===== src/rtl/ot_limiter_pkg.sv =====
package ot_limiter_pkg;

  // Weight field must hold both the largest granule count and the DVM weight of 2.
  function automatic int unsigned wt_width(int unsigned gran_w);
    return (gran_w < 2) ? 2 : gran_w;
  endfunction

  localparam int unsigned DVM_WEIGHT = 2;

endpackage


===== src/rtl/ot_rst_sync.sv =====
module ot_rst_sync #(
  parameter int unsigned STAGES = 2
) (
  input  logic clk_i,
  input  logic rst_ni,
  output logic rst_sync_no
);
  logic [STAGES-1:0] sync_q;
  logic [STAGES-1:0] sync_d;

  always_comb begin
    sync_d = {sync_q[STAGES-2:0], 1'b1};
  end

  always_ff @(posedge clk_i or negedge rst_ni) begin
    if (!rst_ni) sync_q <= '0;
    else         sync_q <= sync_d;
  end

  assign rst_sync_no = sync_q[STAGES-1];
endmodule


===== src/rtl/ot_weight.sv =====
module ot_weight #(
  parameter int unsigned GRAN_W = 3,
  parameter int unsigned WT_W   = 3
) (
  input  logic [GRAN_W-1:0] gran_i,
  input  logic              dvm_i,
  output logic [WT_W-1:0]   wt_o
);
  import ot_limiter_pkg::*;

  always_comb begin
    if (dvm_i)              wt_o = WT_W'(DVM_WEIGHT);
    else if (gran_i == '0)  wt_o = WT_W'(1);
    else                    wt_o = WT_W'(gran_i);
  end
endmodule


===== src/rtl/ot_limit_reg.sv =====
module ot_limit_reg #(
  parameter int unsigned CFG_W  = 8,
  parameter int unsigned CNT_W  = 6,
  parameter int unsigned MIN_OT = 4,
  parameter int unsigned MAX_OT = 32
) (
  input  logic             clk_i,
  input  logic             rst_ni,
  input  logic             wr_i,
  input  logic [CFG_W-1:0] wdata_i,
  output logic [CNT_W-1:0] limit_o
);
  logic [CNT_W-1:0] lim_q;
  logic [CNT_W-1:0] lim_d;

  // Clamp the written value into [MIN_OT, MAX_OT].
  always_comb begin
    lim_d = lim_q;
    if (wdata_i < CFG_W'(MIN_OT))      lim_d = CNT_W'(MIN_OT);
    else if (wdata_i > CFG_W'(MAX_OT)) lim_d = CNT_W'(MAX_OT);
    else                               lim_d = wdata_i[CNT_W-1:0];
  end

  always_ff @(posedge clk_i or negedge rst_ni) begin
    if (!rst_ni)   lim_q <= CNT_W'(MAX_OT);
    else if (wr_i) lim_q <= lim_d;
  end

  assign limit_o = lim_q;
endmodule


===== src/rtl/ot_counter.sv =====
module ot_counter #(
  parameter int unsigned CNT_W = 6,
  parameter int unsigned WT_W  = 3
) (
  input  logic             clk_i,
  input  logic             rst_ni,
  input  logic [CNT_W-1:0] limit_i,
  input  logic             req_valid_i,
  input  logic [WT_W-1:0]  req_wt_i,
  output logic             req_ready_o,
  input  logic             rd_ret_i,
  input  logic [WT_W-1:0]  rd_ret_wt_i,
  input  logic             wr_ret_i,
  input  logic [WT_W-1:0]  wr_ret_wt_i,
  output logic [CNT_W-1:0] occ_o
);
  localparam int unsigned SUM_W = CNT_W + 2;

  logic [CNT_W-1:0] occ_q;
  logic [CNT_W-1:0] occ_d;
  logic [SUM_W-1:0] sum_req;
  logic [SUM_W-1:0] grow;
  logic [SUM_W-1:0] shrink;
  logic             accept;
  logic             upd_en;

  always_comb begin
    sum_req     = SUM_W'(occ_q) + SUM_W'(req_wt_i);
    req_ready_o = (sum_req <= SUM_W'(limit_i));
    accept      = req_valid_i && req_ready_o;
    grow        = SUM_W'(occ_q) + (accept ? SUM_W'(req_wt_i) : '0);
    shrink      = (rd_ret_i ? SUM_W'(rd_ret_wt_i) : '0)
                + (wr_ret_i ? SUM_W'(wr_ret_wt_i) : '0);
    // One net update per cycle; guard against a stray over-retirement.
    occ_d       = (grow >= shrink) ? CNT_W'(grow - shrink) : '0;
    upd_en      = accept || rd_ret_i || wr_ret_i;
  end

  always_ff @(posedge clk_i or negedge rst_ni) begin
    if (!rst_ni)     occ_q <= '0;
    else if (upd_en) occ_q <= occ_d;
  end

  assign occ_o = occ_q;
endmodule


===== src/rtl/ot_limiter.sv =====
module ot_limiter #(
  parameter int unsigned MAX_OT    = 32,
  parameter int unsigned RSV_SLOTS = 2,
  parameter int unsigned GRAN_W    = 3,
  parameter int unsigned CFG_W     = 8,
  localparam int unsigned WT_W     = ot_limiter_pkg::wt_width(GRAN_W)
) (
  input  logic              clk_i,
  input  logic              rst_ni,
  input  logic              req_valid_i,
  input  logic [GRAN_W-1:0] req_gran_i,
  input  logic              req_dvm_i,
  output logic              req_ready_o,
  input  logic              rd_last_i,
  input  logic [WT_W-1:0]   rd_last_wt_i,
  input  logic              wr_resp_i,
  input  logic [WT_W-1:0]   wr_resp_wt_i,
  input  logic              cfg_wr_i,
  input  logic [CFG_W-1:0]  cfg_wdata_i,
  output logic [CFG_W-1:0]  cfg_rdata_o
);
  localparam int unsigned MIN_OT = RSV_SLOTS + 2;
  localparam int unsigned CNT_W  = $clog2(MAX_OT + 1);

  logic             rst_sync_n;
  logic [WT_W-1:0]  req_wt;
  logic [CNT_W-1:0] limit_w;
  logic [CNT_W-1:0] occ_w;

  ot_rst_sync #(.STAGES(2)) u_rst (
    .clk_i       (clk_i),
    .rst_ni      (rst_ni),
    .rst_sync_no (rst_sync_n)
  );

  ot_weight #(.GRAN_W(GRAN_W), .WT_W(WT_W)) u_wt (
    .gran_i (req_gran_i),
    .dvm_i  (req_dvm_i),
    .wt_o   (req_wt)
  );

  ot_limit_reg #(
    .CFG_W(CFG_W), .CNT_W(CNT_W), .MIN_OT(MIN_OT), .MAX_OT(MAX_OT)
  ) u_lim (
    .clk_i   (clk_i),
    .rst_ni  (rst_sync_n),
    .wr_i    (cfg_wr_i),
    .wdata_i (cfg_wdata_i),
    .limit_o (limit_w)
  );

  ot_counter #(.CNT_W(CNT_W), .WT_W(WT_W)) u_cnt (
    .clk_i       (clk_i),
    .rst_ni      (rst_sync_n),
    .limit_i     (limit_w),
    .req_valid_i (req_valid_i),
    .req_wt_i    (req_wt),
    .req_ready_o (req_ready_o),
    .rd_ret_i    (rd_last_i),
    .rd_ret_wt_i (rd_last_wt_i),
    .wr_ret_i    (wr_resp_i),
    .wr_ret_wt_i (wr_resp_wt_i),
    .occ_o       (occ_w)
  );

  generate
    if (CFG_W > CNT_W) begin : g_pad
      assign cfg_rdata_o = {{(CFG_W-CNT_W){1'b0}}, limit_w};
    end else begin : g_fit
      assign cfg_rdata_o = limit_w[CFG_W-1:0];
    end
  endgenerate
endmodule


===== config.mk =====
export PLATFORM = sky130hd
export DESIGN_NAME = ot_limiter
export DESIGN_NICKNAME = d
export VERILOG_FILES = /design/src/rtl/ot_limiter_pkg.sv /design/src/rtl/ot_rst_sync.sv /design/src/rtl/ot_weight.sv /design/src/rtl/ot_limit_reg.sv /design/src/rtl/ot_counter.sv /design/src/rtl/ot_limiter.sv
export SDC_FILE = /design/constraint.sdc
export NUM_CORES = 1
export LEC_CHECK = 0
export ABC_AREA = 1
export BUFFER_PORTS_ARGS = -buffer_cell sky130_fd_sc_hd__buf_4
export CAP_MARGIN = 0
export CORE_ASPECT_RATIO = 2
export CORE_UTILIZATION = 59
export DETAILED_ROUTE_END_ITERATION = 12
export PLACE_DENSITY = 0.9
export SLEW_MARGIN = 15
export SYNTH_ARGS = -nofsm -noshare
export SYNTH_HDL_FRONTEND = slang
export SYNTH_HIERARCHICAL = 1
export SYNTH_SLANG_ARGS = --single-unit

===== constraint.sdc =====
create_clock -name clk_i -period 5.2 [get_ports clk_i]
set_input_delay 1.04 -clock clk_i [delete_from_list [all_inputs] [get_ports clk_i]]
set_output_delay 1.04 -clock clk_i [all_outputs]
set_load 0.02 [all_outputs]

Yosys cells after proc, flatten, opt, wreduce, memory -nomap -nowiden
Index checks and enable logic that the tools add are counted.
{ "word_totals": {"regBits": 14, "latch_bits": 0, "ram_bits": 0, "mem_bits_ro": 0, "in_bits": 24, "output_inout_bits": 9, "wordCells": 23, "n_memories": 0} }
{ "classes": {"n_addsub": 4, "n_mul": 0, "div_mod_pow": 0, "order_cmp": 4, "eq_ne": 0, "shift": 0, "mux": 8, "bitwise_logic": 0, "reduce_logical": 4} }
{ "op_table": {"columns": ["operator", "count"], "rows": [
  ["two-way mux 6 bit", 3],
  ["two-way mux 3 bit", 5],
  ["adder 6 x 3 -> 7 bit", 2],
  [">= comparator 8 bit", 1],
  ["> comparator 8 x 6 -> 1 bit (second input constant)", 1],
  ["<= comparator 8 x 6 -> 1 bit", 1],
  ["less-than comparator 8 x 3 -> 1 bit (second input constant)", 1],
  ["subtractor 6 bit", 1],
  ["adder 3 x 3 -> 4 bit", 1],
  ["logical NOT 3 bit", 1],
  ["logical OR 1 bit", 2],
  ["logical AND 1 bit", 1]
]} }

Depth between registers and ports, before layout
{ "logic_depth": {"depth_word": 10, "mapped_depth": 31} }

Modules after synthesis
The synthesis kept the hierarchy.
{ "modules_own_cells": {"columns": ["module", "n_inst", "cells_per_inst", "area_each_um2"], "rows": [
  ["ot_counter", 1, 169, 1174.9],
  ["ot_limit_reg", 1, 46, 310.3],
  ["ot_rst_sync", 1, 3, 53.8],
  ["ot_weight", 1, 8, 32.5],
  ["ot_limiter", 1, 3, 18.8]
]} }

Least setup slack after synthesis
Ideal clock, no wire load.
{ "synth_timing": {"kind": "input to register", "from": "input req_gran_i[1]", "to": "register u_cnt.occ_q[0] (netlist: u_cnt/occ_o[0])", "arrival_time_ns": 4.874, "required_time_ns": 5.082, "slack_ns": 0.209, "cell_stages": 28, "n_path_buf": 0, "cell_sequence": "nor2_2 > nand2_1 > nand2_1 > ha_1 > inv_1 > fa_1 > o21ai_4 > xor2_1 > inv_1 > ha_1 > nand2_1 > or2_0 > nand2_1 > nand3_2 > nor2_1 > ha_1 > inv_1 > fa_1 > xnor2_1 > ha_1 > nand2_1 > nand2_1 > o21ai_2 > inv_2 > nor2_2 > nand3b_4 > nand3b_1 > nand2_1"} }
{ "synth_between": {"elab_chain_len": 10} }
{ "synth_lines": {"columns": ["element", "line", "rtl"], "rows": [
  ["from (decl)", "ot_limiter.sv:11", "input logic [GRAN_W-1:0] req_gran_i,"],
  ["logical NOT 3 bit (*)", "ot_weight.sv:13", "else if (gran_i == '0) wt_o = WT_W'(1);"],
  ["two-way mux 3 bit (*)", "ot_weight.sv:13", null],
  ["two-way mux 3 bit (*)", "ot_weight.sv:12", "if (dvm_i) wt_o = WT_W'(DVM_WEIGHT);"],
  ["net req_wt[0]", "ot_limiter.sv:26", "logic [WT_W-1:0] req_wt;"],
  ["adder 6 x 3 -> 7 bit", "ot_counter.sv:28", "sum_req = SUM_W'(occ_q) + SUM_W'(req_wt_i);"],
  ["<= comparator 8 x 6 -> 1 bit", "ot_counter.sv:29", "req_ready_o = (sum_req <= SUM_W'(limit_i));"],
  ["logical AND 1 bit", "ot_counter.sv:30", "accept = req_valid_i && req_ready_o;"],
  ["two-way mux 3 bit", "ot_counter.sv:31", "grow = SUM_W'(occ_q) + (accept ? SUM_W'(req_wt_i) : '0);"],
  ["adder 6 x 3 -> 7 bit", "ot_counter.sv:31", null],
  [">= comparator 8 bit / subtractor 6 bit (equally long branches)", "ot_counter.sv:35", "occ_d = (grow >= shrink) ? CNT_W'(grow - shrink) : '0;"],
  ["two-way mux 6 bit", "ot_counter.sv:35", null],
  ["to (signal assigned)", "ot_counter.sv:40", "if (!rst_ni) occ_q <= '0;"],
  ["to (signal assigned)", "ot_counter.sv:41", "else if (upd_en) occ_q <= occ_d;"],
  ["to (decl)", "ot_counter.sv:19", "logic [CNT_W-1:0] occ_q;"]
]} }
The timed path passes the listed nets; every way through them passes the cells marked *.
A chain may end at the register's enable or synchronous reset.

Worst setup path after layout
{ "layout_timing": {"from": "input req_gran_i[1]", "to": "register u_cnt.occ_q[5] (netlist: u_cnt/occ_o[5])"} }
The elaborated chain is that of the path after synthesis.

==> flow_metrics.py <==
metrics = {
    "status": {
        "status": "completed",
    },
    "placement": {
        "place_ws_ns": -0.165,
        "placed_cells": 289,
        "hpwl_mm": 3.20,
        "port_buffers": 30,
        "gp_congestion": 0.872,
    },
    "cts": {
        "root_buffer": "clkbuf_8",
        "worstSkewPairLatency_ns": 0.24,
        "cts-hold-fix-buffers": 0,
        "cts_sinks": 14,
        "clk_pin_slew_ns": 0.05,
        "cts_tree": "done",
        "clockBufferDepth": 2,
        "cts_inserted_buffers": 3,
        "h-tree-depth": 1,
    },
    "pwr": {
        "power.leakage_nw": 1.19,
        "ir_drop_v": 0.000439,
        "cellPowerDensity_nw_per_um2": 637,
    },
    "logic_synthesis": {
        "syn_area_sq_um": 1590,
        "seq_area_frac_synth_pct": 22.1,
        "syn_inst": 229,
        "yosysWarnings": 6,
        "ys_types": 32,
        "avgSynthCellArea_sq_um": 6.94,
        "synth-seq-cells": 14,
    },
    "setup_path": {
        "crit_required_ns": 5.38,
        "setup.worst_path.start_class": "input pin",
        "crit_buf_inv": 6,
        "endpoint_kind": "register",
        "crit_top_cell": "nand2_1",
        "cp.arrival_ns": 5.26,
        "setup.worst_path.class": "input pin to register",
        "slowest_delay_ns": 0.56,
        "crit_fanout": 3,
        "cp_slowest_cell": "fa_2",
        "cp_top_family": "adder cells",
    },
    "sta": {
        "finalWorstSetupSlack_ns": 0.125,
        "max_freq_mhz": 197,
        "fin_crit_sh_pct": 97.6,
        "setup_tns_ns": 0,
        "min_period_ns": 5.08,
        "final-setup-viol-count": 0,
        "whs_ns": 0.192,
        "final.setup_skew_ns": 0.00134,
        "hold_violations": 0,
        "report.final.slew_viol_count": 0,
    },
    "finish": {
        "drive_gt1_share_pct": 28.6,
        "syn2layout_area_growth_pct": 27.5,
        "layout_commonest_cell": "nand2_1",
        "final_cell_mix": "65 x nand2_1, 46 x inv_1, 38 x buf_4, 14 x ha_1, 13 x dfrtp_1",
        "diodes": 0,
        "instances_no_fill": 297,
        "fin_nets": 317,
    },
    "global_route": {
        "antenna_found_initial": 0,
        "grt_max_degree": 13,
        "grt.total_usage_pct": 27.1,
        "grt_pass1_vias": 1421,
        "grt_pass1_wl_mm": 5.55,
        "grt_overflow": 0,
    },
    "routing": {
        "viasPerCell": 5.35,
        "num_vias": 1590,
        "wl_per_cell_microns": 14.2,
        "drt_wl_total_mm": 4.22,
        "drt_iter0_markers": 35,
        "ant_nets": 0,
        "detailedRoute.firstPassIterationCount": 4,
        "drc": 0,
    },
    "floorplan": {
        "fp.dieArea_sq_um": 2920,
        "die_y_microns": 75.4,
        "core_sq_um": 2540,
        "rows": 26,
        "ios": 33,
        "die_w_microns": 38.7,
        "start_util_pct": 62.7,
    },
    "job": {
        "max_cap_violations": 0,
    },
    "worst_hold_path": {
        "min_path_type": "register to async pin",
    },
}
## worst reg2reg max path: cells and delay by family (launching register included)
kind / cells / cell delay, ns
simple gates: 12 / 1.20
compound gates: 2 / 0.26
buf+inv: 5 / 0.40
fa+ha+maj: 6 / 1.91
xor+xnor: 1 / 0.15
flops: 1 / 0.42
## cell type report
class,instances,area (sq um)
multi-input combinational,165,1130
fill,173,510
sequential,14,352
timing repair buffer,38,285
inverter,48,183
clock buffer,4,45.0
tap,28,35.0
## sequential cells by signal (all words and copies together) (netlist names)
register,count
u_lim/limit_o,6
u_cnt/occ_o,6
u_rst/sync_q,2
## cells in the mapped netlist
master | number | area, sq um
nand2_1 | 69 | 259
inv_1 | 46 | 173
ha_1 | 19 | 238
nor2_1 | 14 | 52.6
dfrtp_1 | 13 | 325
nand3_1 | 12 | 60.1
nand2_2 | 7 | 43.8
a21oi_1 | 6 | 30.0
xnor2_1 | 5 | 43.8
fa_1 | 4 | 80.1
nand3b_1 | 4 | 30.0
xor2_1 | 4 | 35.0
o21ai_0 | 3 | 15.0
buf_4 | 2 | 15.0
conb_1 | 2 | 7.51
nand3_2 | 2 | 20.0
nor2_2 | 2 | 12.5
a21boi_0 | 1 | 7.51
a21o_1 | 1 | 7.51
buf_6 | 1 | 11.3
dfstp_2 | 1 | 26.3
inv_2 | 1 | 3.75
inv_4 | 1 | 6.26
nand2_4 | 1 | 11.3
nand3b_4 | 1 | 20.0
nand4_1 | 1 | 6.26
nor3_1 | 1 | 5.00
o21a_1 | 1 | 7.51
o21ai_2 | 1 | 8.76
o21ai_4 | 1 | 16.3
or2_0 | 1 | 6.26
or2_1 | 1 | 6.26
## repair_timing
action | in CTS | in global routing
resized for setup | 0 | 24
endpoints found under the setup margin | 0 | 6
buffers inserted | 0 | 4
## kinds of logic after synthesis
logic type	share of synthesized area (%)
other	0.472
AND/OR/NAND/NOR	33.5
flip-flops	22.1
buffers and inverters	13.1
XOR/XNOR	4.96
adder cells (fa/ha/maj)	20.0
AO/OA/AOI/OAI	5.82
## power by group
part / total [W] / internal [W] / switching (W)
Sequential: 0.000191 / 0.000142 / 0.0000492
Combinational: 0.00101 / 0.000463 / 0.000549
Clock: 0.0000890 / 0.0000541 / 0.0000349
## metrics by stage
step           instance area (sq um)  util, %  total power, W
4_1_cts                         1900     75.0         0.00110
5_1_grt                         2030     79.9         0.00140
3_3_place_gp                    1860     73.2        0.000986
6_report                        2030     79.9         0.00129
3_5_place_dp                    1860     73.2         0.00101
2_1_floorplan                   1590        -        0.000796
## final timing paths
| kind | depth (start not counted) | start | slack (ns) | endpoint |
|---|---|---|---|---|
| max in group asynchronous | 1 | rst_ni | 4.55 | u_rst/sync_q[1]$_DFF_PN0_ |
| min in group clk_i | 0 | u_rst/sync_q[0]$_DFF_PN0_ | 0.35 | u_rst/sync_q[1]$_DFF_PN0_ |
| max reg2reg | 26 | u_cnt/occ_o[0]$_DFFE_PN0P_ | 0.80 | u_cnt/occ_o[5]$_DFFE_PN0P_ |
| min | 0 | u_rst/sync_q[1]$_DFF_PN0_ | 0.19 | u_cnt/occ_o[1]$_DFFE_PN0P_ |
| max | 30 | req_gran_i[1] | 0.12 | u_cnt/occ_o[5]$_DFFE_PN0P_ |
| min reg2reg | 0 | u_rst/sync_q[1]$_DFF_PN0_ | 0.19 | u_cnt/occ_o[1]$_DFFE_PN0P_ |
## layer usage
layer	vias to the layer above	track usage [%]	part of all wire, %
li1	773	-	-
met5	-	0	0
met3	20	0.875	3.1
met4	0	17.2	4.7
met2	65	53.5	60
met1	732	24.4	32
No activity file was read; power rests on OpenSTA's default activity.
